## src/rtl/pio_seq_pkg.sv

```systemverilog
package pio_seq_pkg;

  localparam int SECT_WORDS = 256;
  localparam int CNT_W      = 8;
  localparam int REM_W      = CNT_W + 1;
  localparam int BLK_W      = 8;

  typedef enum logic [1:0] {
    CLS_SINGLE = 2'd0,
    CLS_MULTI  = 2'd1,
    CLS_DMA    = 2'd2,
    CLS_BAD    = 2'd3
  } xfer_cls_e;

  typedef enum logic [1:0] {
    ST_IDLE = 2'd0,
    ST_WAIT = 2'd1,
    ST_XFER = 2'd2
  } seq_state_e;

  // Register count to sector total: zero stands for the largest count.
  function automatic logic [REM_W-1:0] full_count(input logic [CNT_W-1:0] sc);
    if (sc == '0) return REM_W'(1 << CNT_W);
    return {1'b0, sc};
  endfunction

  function automatic logic blk_legal(input logic [BLK_W-1:0] b);
    return (b == 8'd2) || (b == 8'd4) || (b == 8'd8) || (b == 8'd16);
  endfunction

  // Sectors in the next data window.
  function automatic logic [REM_W-1:0] chunk_of(input xfer_cls_e cls,
                                                input logic [BLK_W-1:0] blk,
                                                input logic [REM_W-1:0] rem);
    logic [REM_W-1:0] b;
    b = REM_W'(blk);
    if (cls == CLS_MULTI) return (b < rem) ? b : rem;
    return REM_W'(1);
  endfunction

endpackage

```

## src/rtl/pio_word_ctr.sv

```systemverilog
module pio_word_ctr #(
  parameter int WORDS = 256
) (
  input  logic clk,
  input  logic rst_n,
  input  logic clr,
  input  logic adv,
  output logic sec_end
);
  localparam int W = $clog2(WORDS);

  logic [W-1:0] cnt;

  assign sec_end = adv && (cnt == W'(WORDS - 1));

  always_ff @(posedge clk or negedge rst_n) begin
    if (!rst_n)       cnt <= '0;
    else if (clr)     cnt <= '0;
    else if (sec_end) cnt <= '0;
    else if (adv)     cnt <= cnt + 1'b1;
  end
endmodule

```

## src/rtl/pio_sec_ctr.sv

```systemverilog
module pio_sec_ctr #(
  parameter int REM_W = 9
) (
  input  logic             clk,
  input  logic             rst_n,
  input  logic             load,
  input  logic [REM_W-1:0] full,
  input  logic             chunk_load,
  input  logic [REM_W-1:0] chunk_len,
  input  logic             sec_end,
  output logic [REM_W-1:0] rem,
  output logic             last_sec,
  output logic             chunk_end
);
  logic [REM_W-1:0] chunk_left;

  assign last_sec  = sec_end && (rem == REM_W'(1));
  assign chunk_end = sec_end && (chunk_left == REM_W'(1));

  always_ff @(posedge clk or negedge rst_n) begin
    if (!rst_n)       rem <= '0;
    else if (load)    rem <= full;
    else if (sec_end) rem <= rem - 1'b1;
  end

  always_ff @(posedge clk or negedge rst_n) begin
    if (!rst_n)          chunk_left <= '0;
    else if (chunk_load) chunk_left <= chunk_len;
    else if (sec_end)    chunk_left <= chunk_left - 1'b1;
  end
endmodule

```

## src/rtl/pio_seq_ctl.sv

```systemverilog
module pio_seq_ctl
  import pio_seq_pkg::*;
(
  input  logic             clk,
  input  logic             rst_n,
  input  logic             cmd_start,
  input  logic [1:0]       cmd_class,
  input  logic             cmd_write,
  input  logic [BLK_W-1:0] blk_size,
  input  logic             buf_rdy,
  input  logic             word_stb,
  input  logic             sec_end,
  input  logic             last_sec,
  input  logic             chunk_end,
  input  logic             rem_zero,
  output seq_state_e       state,
  output xfer_cls_e        cls_q,
  output logic             wr_q,
  output logic [BLK_W-1:0] blk_q,
  output logic             irq,
  output logic             done,
  output logic             abort,
  output logic             proto_err,
  output logic             load,
  output logic             chunk_load,
  output logic             stb_ok
);
  xfer_cls_e cls_in;
  logic      start_bad, start_ok;

  assign cls_in     = xfer_cls_e'(cmd_class);
  assign start_bad  = (cls_in == CLS_BAD) || (cls_in == CLS_MULTI && !blk_legal(blk_size));
  assign start_ok   = (state == ST_IDLE) && cmd_start && !start_bad;
  assign load       = start_ok;
  assign chunk_load = (start_ok && cmd_write) ||
                      ((state == ST_WAIT) && buf_rdy && !rem_zero);
  assign stb_ok     = (state == ST_XFER) && word_stb;

  always_ff @(posedge clk or negedge rst_n) begin
    if (!rst_n) begin
      state     <= ST_IDLE;
      cls_q     <= CLS_SINGLE;
      wr_q      <= 1'b0;
      blk_q     <= '0;
      irq       <= 1'b0;
      done      <= 1'b0;
      abort     <= 1'b0;
      proto_err <= 1'b0;
    end else begin
      irq   <= 1'b0;
      done  <= 1'b0;
      abort <= 1'b0;
      if (cmd_start && state == ST_IDLE) proto_err <= 1'b0;
      if (word_stb && state != ST_XFER)  proto_err <= 1'b1;
      case (state)
        ST_IDLE: if (cmd_start) begin
          if (start_bad) begin
            abort <= 1'b1;
            irq   <= 1'b1;
          end else begin
            cls_q <= cls_in;
            wr_q  <= cmd_write;
            blk_q <= blk_size;
            state <= cmd_write ? ST_XFER : ST_WAIT;
          end
        end
        ST_WAIT: if (buf_rdy) begin
          if (rem_zero) begin
            done  <= 1'b1;
            irq   <= 1'b1;
            state <= ST_IDLE;
          end else begin
            irq   <= (cls_q != CLS_DMA);
            state <= ST_XFER;
          end
        end
        ST_XFER: if (sec_end) begin
          if (last_sec) begin
            if (wr_q) state <= ST_WAIT;
            else begin
              done  <= 1'b1;
              irq   <= (cls_q == CLS_DMA);
              state <= ST_IDLE;
            end
          end else if (chunk_end) begin
            state <= ST_WAIT;
          end
        end
        default: state <= ST_IDLE;
      endcase
    end
  end
endmodule

```

## src/rtl/pio_xfer_seq.sv

```systemverilog
module pio_xfer_seq
  import pio_seq_pkg::*;
#(
  parameter int WORDS_PER_SEC = SECT_WORDS
) (
  input  logic             clk,
  input  logic             rst_n,
  input  logic             cmd_start,
  input  logic [1:0]       cmd_class,
  input  logic             cmd_write,
  input  logic [CNT_W-1:0] sec_count,
  input  logic [BLK_W-1:0] blk_size,
  input  logic             word_stb,
  input  logic             buf_rdy,
  output logic             busy,
  output logic             drq,
  output logic             irq,
  output logic             done,
  output logic             abort,
  output logic             proto_err,
  output logic [REM_W-1:0] sec_left
);
  seq_state_e       state;
  xfer_cls_e        cls_q, sel_cls;
  logic             wr_q;
  logic [BLK_W-1:0] blk_q, sel_blk;
  logic             load, chunk_load, stb_ok;
  logic             sec_end, last_sec, chunk_end;
  logic [REM_W-1:0] rem, full, sel_rem, chunk_len;
  logic             idle;

  assign idle      = (state == ST_IDLE);
  assign full      = full_count(sec_count);
  assign sel_cls   = idle ? xfer_cls_e'(cmd_class) : cls_q;
  assign sel_blk   = idle ? blk_size : blk_q;
  assign sel_rem   = idle ? full : rem;
  assign chunk_len = chunk_of(sel_cls, sel_blk, sel_rem);

  pio_seq_ctl u_ctl (
    .clk(clk), .rst_n(rst_n), .cmd_start(cmd_start), .cmd_class(cmd_class),
    .cmd_write(cmd_write), .blk_size(blk_size), .buf_rdy(buf_rdy),
    .word_stb(word_stb), .sec_end(sec_end), .last_sec(last_sec),
    .chunk_end(chunk_end), .rem_zero(rem == '0), .state(state),
    .cls_q(cls_q), .wr_q(wr_q), .blk_q(blk_q), .irq(irq), .done(done),
    .abort(abort), .proto_err(proto_err), .load(load),
    .chunk_load(chunk_load), .stb_ok(stb_ok)
  );

  pio_word_ctr #(.WORDS(WORDS_PER_SEC)) u_words (
    .clk(clk), .rst_n(rst_n), .clr(load), .adv(stb_ok), .sec_end(sec_end)
  );

  pio_sec_ctr #(.REM_W(REM_W)) u_secs (
    .clk(clk), .rst_n(rst_n), .load(load), .full(full),
    .chunk_load(chunk_load), .chunk_len(chunk_len), .sec_end(sec_end),
    .rem(rem), .last_sec(last_sec), .chunk_end(chunk_end)
  );

  assign busy     = (state == ST_WAIT);
  assign drq      = (state == ST_XFER);
  assign sec_left = rem;
endmodule

```

## config.mk

```make
export PLATFORM = sky130hd
export DESIGN_NAME = pio_xfer_seq
export DESIGN_NICKNAME = d
export VERILOG_FILES = /design/src/rtl/pio_seq_pkg.sv /design/src/rtl/pio_word_ctr.sv /design/src/rtl/pio_sec_ctr.sv /design/src/rtl/pio_seq_ctl.sv /design/src/rtl/pio_xfer_seq.sv
export SDC_FILE = /design/constraint.sdc
export NUM_CORES = 1
export LEC_CHECK = 0
export ABC_AREA = 1
export BUFFER_PORTS_ARGS = -buffer_cell sky130_fd_sc_hd__clkbuf_2
export CORE_MARGIN = 2
export CORE_UTILIZATION = 45
export CTS_CLUSTER_DIAMETER = 50
export DETAILED_ROUTE_END_ITERATION = 6
export PLACE_DENSITY_LB_ADDON = 0.15
export REMOVE_ABC_BUFFERS = 1
export SYNTH_ARGS = -nofsm -noshare
export SYNTH_HDL_FRONTEND = slang
export SYNTH_HIERARCHICAL = 1
export SYNTH_SLANG_ARGS = --single-unit
```

## constraint.sdc

```tcl
create_clock -name clk -period 2.7 [get_ports clk]
set_input_delay 0 -clock clk [delete_from_list [all_inputs] [get_ports clk]]
set_output_delay 0 -clock clk [all_outputs]
set_load 0.05 [all_outputs]
```

---- After elaboration in Yosys (flattened, before gate mapping) ----
Index checks and enable logic that the tools add are counted.
operators by class
  magnitude comparators ................... 1
  eq/ne operators ......................... 20
  shift operators ......................... 0
  multipliers ............................. 0
  $add $sub $neg .......................... 3
  mux-type cells .......................... 44
  bitwise logic cells ..................... 1
  reductions and logical operators ........ 28
  div/mod/pow operators ................... 0
operators with widths
  operator             count
  $mux 9               10
  $mux 8               4
  $eq 9x1->1 const B   2
  $mux 1               18
  $mux 2               9
  $sub 9x1->9 const B  2
  $logic_and 1x1->1    11
  $ne 2x2->1 const B   5
  $logic_not 9->1      1
  $lt 8x9->1           1
  $add 8x1->8 const B  1
  $eq 8x2->1 const B   1
  $eq 8x3->1 const B   1
  $eq 8x4->1 const B   1
  $eq 8x5->1 const B   1
  $eq 8x8->1 const B   1
  $logic_not 8->1      1
  $eq 2x1->1 const B   3
  $eq 2x2->1 const B   3
  $pmux 2 s3           1
  $reduce_bool 2->1    3
  $logic_or 1x1->1     5
  $reduce_and 5->1     1
  $logic_not 1->1      3
  8 further kinds      8
storage, ports and cells
  memories kept ........................... 0
  latch bits .............................. 0
  register bits ........................... 43
  bits in read-only memories .............. 0
  output and inout port bits .............. 15
  word-level logic and storage cells ...... 108
  bits of input ports ..................... 24
  RAM bits ................................ 0

---- Depth between registers and ports, before layout ----
  depth in word-level cells ............... 12
  gate-level depth with buffers ........... 18
  depth with buffers taken out ............ 16

---- Hierarchy ----
The synthesis kept the hierarchy.
modules (own cells, without submodules)
  module        area an instance (um2)  sequential area each (um2)  cells an instance  instances
  pio_sec_ctr   1214.9                  450.4                       172                1
  pio_seq_ctl   913.4                   425.4                       115                1
  pio_xfer_seq  790.8                   0.0                         149                1
  pio_word_ctr  471.7                   200.2                       64                 1

---- Worst setup path before layout ----
Ideal clock, no wire load.
  path kind ............................... reg-to-reg
  start ................................... reg u_ctl.state[0]
  end ..................................... reg u_secs.chunk_left[7]
  path buffers ............................ 2
  data required time ...................... 2.579 ns
  slack ................................... 0.152 ns
  library setup time ...................... 0.121 ns
  data arrival time ....................... 2.426 ns
  clock period less this slack ............ 2.548 ns
  cell stages (with the launch flop) ...... 17
  path through ............................ dfrtp_1 nor2_4 buf_8 inv_6 or2_2 o21ai_0 inv_1 ha_1 a21oi_1 nand2_1 nand3_2 buf_2 nand3_2 nand2_1 nor2_1 a22oi_1 nand2_1
between the ends
  longest elaborated chain between the ends .. 7
  elaborated cells between the ends (all ways) .. 22
  those cells by class .................... order compare: 1; eq/ne: 3; mux: 8; reduce/logical: 10
ends and longest elaborated chain
  item                              line                                    source
  start: declaration                pio_seq_ctl.sv:16                       output seq_state_e state,
  start signal: assignment          pio_seq_ctl.sv:64                       state <= cmd_write ? ST_XFER : ST_WAIT;
  $logic_not 2->1 (*)               pio_xfer_seq.sv:32                      assign idle = (state == ST_IDLE);
  $mux 8 or $mux 9 (tied branches)  pio_xfer_seq.sv:35, pio_xfer_seq.sv:36
  $lt 8x9->1                        pio_seq_pkg.sv:37                       if (cls == CLS_MULTI) return (b < rem) ? b : rem;
  $mux 9 (2 in a row)               pio_seq_pkg.sv:37
  $mux 9 (*)                        pio_seq_pkg.sv:38                       return REM_W'(1);
  via chunk_len[7]                  pio_xfer_seq.sv:29                      logic [REM_W-1:0] rem, full, sel_rem, chunk_len;
  $mux 9 (*)                        pio_sec_ctr.sv:28                       else if (chunk_load) chunk_left <= chunk_len;
  end signal: assignment            pio_sec_ctr.sv:28
  end signal: assignment            pio_sec_ctr.sv:29                       else if (sec_end) chunk_left <= chunk_left - 1'b1;
  end: declaration                  pio_sec_ctr.sv:15                       logic [REM_W-1:0] chunk_left;
Mark *: on every way through the listed nets, which the timed path passes. The rest lies on a longest branch. The select of a mux whose other input is x is not followed.
A chain may end at the register's enable or synchronous reset.

---- Worst setup path after layout ----
  start ................................... reg u_ctl.state[0]
  end ..................................... reg u_secs.chunk_left[2]
Same word-level chain as after synthesis.

==> results_dict.tcl <==
set metrics [dict create \
    status "finished clean" \
    cts_tree "built" \
    synth_top_cells_by_area "sky130_fd_sc_hd__dfrtp_1 (32%), sky130_fd_sc_hd__nand2_1 (16%), sky130_fd_sc_hd__inv_1 (7.5%), sky130_fd_sc_hd__ha_1 (5.9%), sky130_fd_sc_hd__nor2_1 (5.9%)" \
    clock-root-buffer "sky130_fd_sc_hd__clkbuf_8" \
    ys_dominant_reg_cell "sky130_fd_sc_hd__dfrtp_1" \
    final_cell_area_um2 3978 \
    critPathBufInv 2 \
    warnings_synthesis 6 \
    cts_max_level 2 \
    grt_start_max_net_pins 27 \
    postSynth.asyncResetShare 1.000 \
    num-nets-final 597 \
    netlist.area_leader.share 0.3173 \
    yosysUniqueCellTypes 44 \
    delay_heaviest_family_cp "simple AND/OR/NAND/NOR gates" \
    worst_setup_hold_path_clk_slew_ps 90 \
    start_kind "flip-flop" \
    reg2reg_to "u_secs/chunk_left[2]$_DFFE_PN0P_" \
    antenna_found_initial 0 \
    timing.critical_path.depth 15 \
    setup.reg_to_reg.worst_slack_ps 160 \
    core_region_area_um2 7292 \
    crit_arrival_ps 2730 \
    drc 0 \
    final_core_utilization 0.5455 \
    fmax_ghz 0.3938 \
    critical_path.startpoint "u_ctl/state[0]$_DFFE_PN0P_" \
    drt_iter0_drc 135 \
    synth_enable_flop_cells 0 \
    cts-buffers-inserted 5 \
    detail-route-antenna-nets 0 \
    drive_gt1_frac 0.1918 \
    synth.yosys.seq_area_share 0.3173 \
    grt.total_usage 0.2043 \
    numPortBuffers 38 \
    synthesis.instances 500 \
    max-clock-path-buffers 2 \
    place.detailed.hpwl_um 6401 \
    power.ir.vdd_worst_v 0.0005180 \
    synth_area_per_cell_um2 6.782 \
    maxCapViolations 0 \
    std_cell_rows 31 \
    critical_path_peak_fanout 16 \
    placed_area_um2 3684 \
    synth_top_cell_by_area "sky130_fd_sc_hd__dfrtp_1" \
    grt_overflow 0 \
    detail_route.wl_per_cell_um 12.50 \
    post_synth_instance_area_um2 3391 \
    critical-path-slowest-cell "sky130_fd_sc_hd__dfrtp_1" \
    critical_path_class "flip-flop to flip-flop" \
    antenna_diode_count 0 \
    start_util 0.4650 \
    hold_viol_final 0 \
    fin_skew_ps 5.510 \
    design.die.area_um2 8246 \
    drt-vias-per-instance 4.988 \
    cp-endpoint "u_secs/chunk_left[2]$_DFFE_PN0P_" \
    report.final.slew_viol_count 0 \
    worstSetupEndpointType "flip-flop" \
    gp_routability_congestion 0.9220 \
    chipWidth_um 90.81 \
    grt_first_pass_wirelength_um 13880 \
    worst_slew_margin_rel 0.5567 \
    worst_path_most_repeated_cell "sky130_fd_sc_hd__nand2_1" \
    fin_crit_ps 2539 \
    worstPathRequired_ps 2890 \
    leakage_nw 2.108 \
    power_density_nw_per_um2 1078 \
    total_of_endpoints_with_negative_setup_slack_in_the_final_report 0 \
    route.final.wire_length_um 8212 \
    die_h_um 90.81 \
    drt_pass1_iterations 4 \
    io-pin-count 39 \
    path_cells "nor2_4 > inv_6 > or2_2 > o21ai_0 > inv_1 > ha_1 > a21oi_1 > o21a_1 > nand2_1 > nand2_4 > nand3_1 > nand2_1 > nor2_1 > a22oi_1 > nand2_1" \
    finalCritPeriodShare 0.9404 \
    worstMarginPinSlew_ps 665.0 \
    area_growth_syn_to_layout_pct 17.31 \
    timing.reg2reg.worst_path_depth 15 \
    worstReg2RegStart "u_ctl/state[0]$_DFFE_PN0P_" \
    grt_pass1_vias 3022 \
    postSynthRegisterBits 43 \
    clk-insertion-delay-late_ps 300 \
    via_count 3277 \
    clock_sinks 43 \
    min-delay-path-class "primary input to flip-flop" \
    critical_path.max_stage_delay_ps 420 \
]
metal layers:
layer / global-route usage / vias to the layer above / wire length, um
met5: 0 / - / 0
met2: 0.3383 / 58 / 3867
met4: 0.05808 / 0 / 112
met3: 0.02838 / 8 / 272
met1: 0.2792 / 1520 / 3959
li1: - / 1691 / -
worst register-to-register path: cells and delay by family, from the launching register on:
family	cells	cell delay, ps
AOI/OAI and AO/OA	4	580
DFF	1	420
and+or+nand+nor	8	980
adders and majority gates	1	310
buffers and inverters	2	150
cells in the mapped netlist, types with 3 or more instances:
| master | n |
|---|---|
| sky130_fd_sc_hd__nand2_1 | 142 |
| sky130_fd_sc_hd__inv_1 | 68 |
| sky130_fd_sc_hd__nor2_1 | 53 |
| sky130_fd_sc_hd__dfrtp_1 | 43 |
| sky130_fd_sc_hd__nand3_1 | 38 |
| sky130_fd_sc_hd__o21ai_0 | 24 |
| sky130_fd_sc_hd__a21oi_1 | 16 |
| sky130_fd_sc_hd__ha_1 | 16 |
| sky130_fd_sc_hd__a22oi_1 | 10 |
| sky130_fd_sc_hd__clkbuf_1 | 9 |
| sky130_fd_sc_hd__inv_2 | 8 |
| sky130_fd_sc_hd__nand4_1 | 6 |
| sky130_fd_sc_hd__nor2_2 | 6 |
| sky130_fd_sc_hd__nand2_2 | 5 |
| sky130_fd_sc_hd__nor2_4 | 5 |
| sky130_fd_sc_hd__nand3_2 | 4 |
| sky130_fd_sc_hd__o21bai_1 | 4 |
| sky130_fd_sc_hd__buf_4 | 3 |
| sky130_fd_sc_hd__nand2_4 | 3 |
| sky130_fd_sc_hd__o21ai_1 | 3 |
| sky130_fd_sc_hd__o21ai_2 | 3 |
| sky130_fd_sc_hd__or2_2 | 3 |
worst min path at each step:
stage,start,endpoint,slack [ps],cells after the start
final,buf_rdy,u_ctl/done$_DFF_PN0_,5,3
after global routing,sec_count[5],u_secs/rem[5]$_DFFE_PN0P_,10,3
after CTS,sec_count[5],u_secs/rem[5]$_DFFE_PN0P_,0.3,3
after detailed placement,rst_n,u_secs/rem[4]$_DFFE_PN0P_,70,1
after global placement,rst_n,u_secs/rem[6]$_DFFE_PN0P_,60,1
after floorplan,rst_n,u_ctl/abort$_DFF_PN0_,-300,0
logic make-up (layout without fill, tap and decap cells):
group / Yosys count / after routing / synth area share
AND/OR/NAND/NOR: 272 / 273 / 0.3646
flip-flops: 43 / 43 / 0.3173
XOR/XNOR: 2 / 2 / 0.005167
other: 1 / 1 / 0.001106
buffers and inverters: 95 / 152 / 0.1184
AO/OA/AOI/OAI: 71 / 71 / 0.1343
adder cells (fa/ha/maj): 16 / 16 / 0.05904
sequential cells by signal, summed over array words and instances (netlist names):
signal / flops
u_secs/chunk_left: 9
u_secs/rem: 9
u_ctl/blk_q: 8
u_words/cnt: 8
u_ctl/cls_q: 2
u_ctl/state: 2
u_ctl/abort: 1
u_ctl/done: 1
u_ctl/irq: 1
u_ctl/proto_err: 1
u_ctl/wr_q: 1
area by class of cell:
| type | count | area [um2] |
|---|---|---|
| fill | 761 | 3314 |
| multi-input combinational | 363 | 1951 |
| sequential | 43 | 1076 |
| timing repair buffer | 66 | 444.2 |
| inverter | 78 | 297.8 |
| tap | 99 | 123.9 |
| clock buffer | 6 | 72.57 |
| clock inverter | 2 | 12.51 |
per-stage QoR:
step                setup TNS [ps]  instances  setup slack [ps]  total power [W]  hold WS (ps)
floorplan                        0        483             18.01         0.003116        -295.6
global placement                 0        631             129.2         0.003695         60.86
detailed placement               0        631             112.5         0.003774         68.98
CTS                              0        655             82.03         0.004216        0.2565
global route                -15.37        657            -15.37         0.004721         10.92
finish                           0        657             160.8         0.004287         4.821
placed cells by master, fill, tap and decap left out, drive strengths merged, types with 2 or more instances in the layout:
cell type,count
clkbuf,44
nand3,43
dfrtp,43
ha,16
nand2,151
or2,4
nor2,64
nor4,2
o21bai,4
buf,12
o211ai,2
a22oi,10
nand4,6
inv,77
clkinv,2
a21oi,17
nand3b,2
dlygate4sd3,16
a21boi,2
o21ai,30
where the power goes:
group          switching [W]  internal (W)  leakage, nW
clock network       0.000234      0.000181       0.0412
logic                0.00181      0.000970         1.51
registers           0.000227      0.000860        0.555
total                0.00228       0.00201         2.11
repair_timing:
action / in CTS / in global routing
setup buffers: 0 / 1
hold endpoints to repair: 40 / 0
endpoints found under the setup margin: 0 / 8
hold buffers: 16 / 0
gates resized for setup: 0 / 8
No activity file was read; power rests on OpenSTA's default activity.
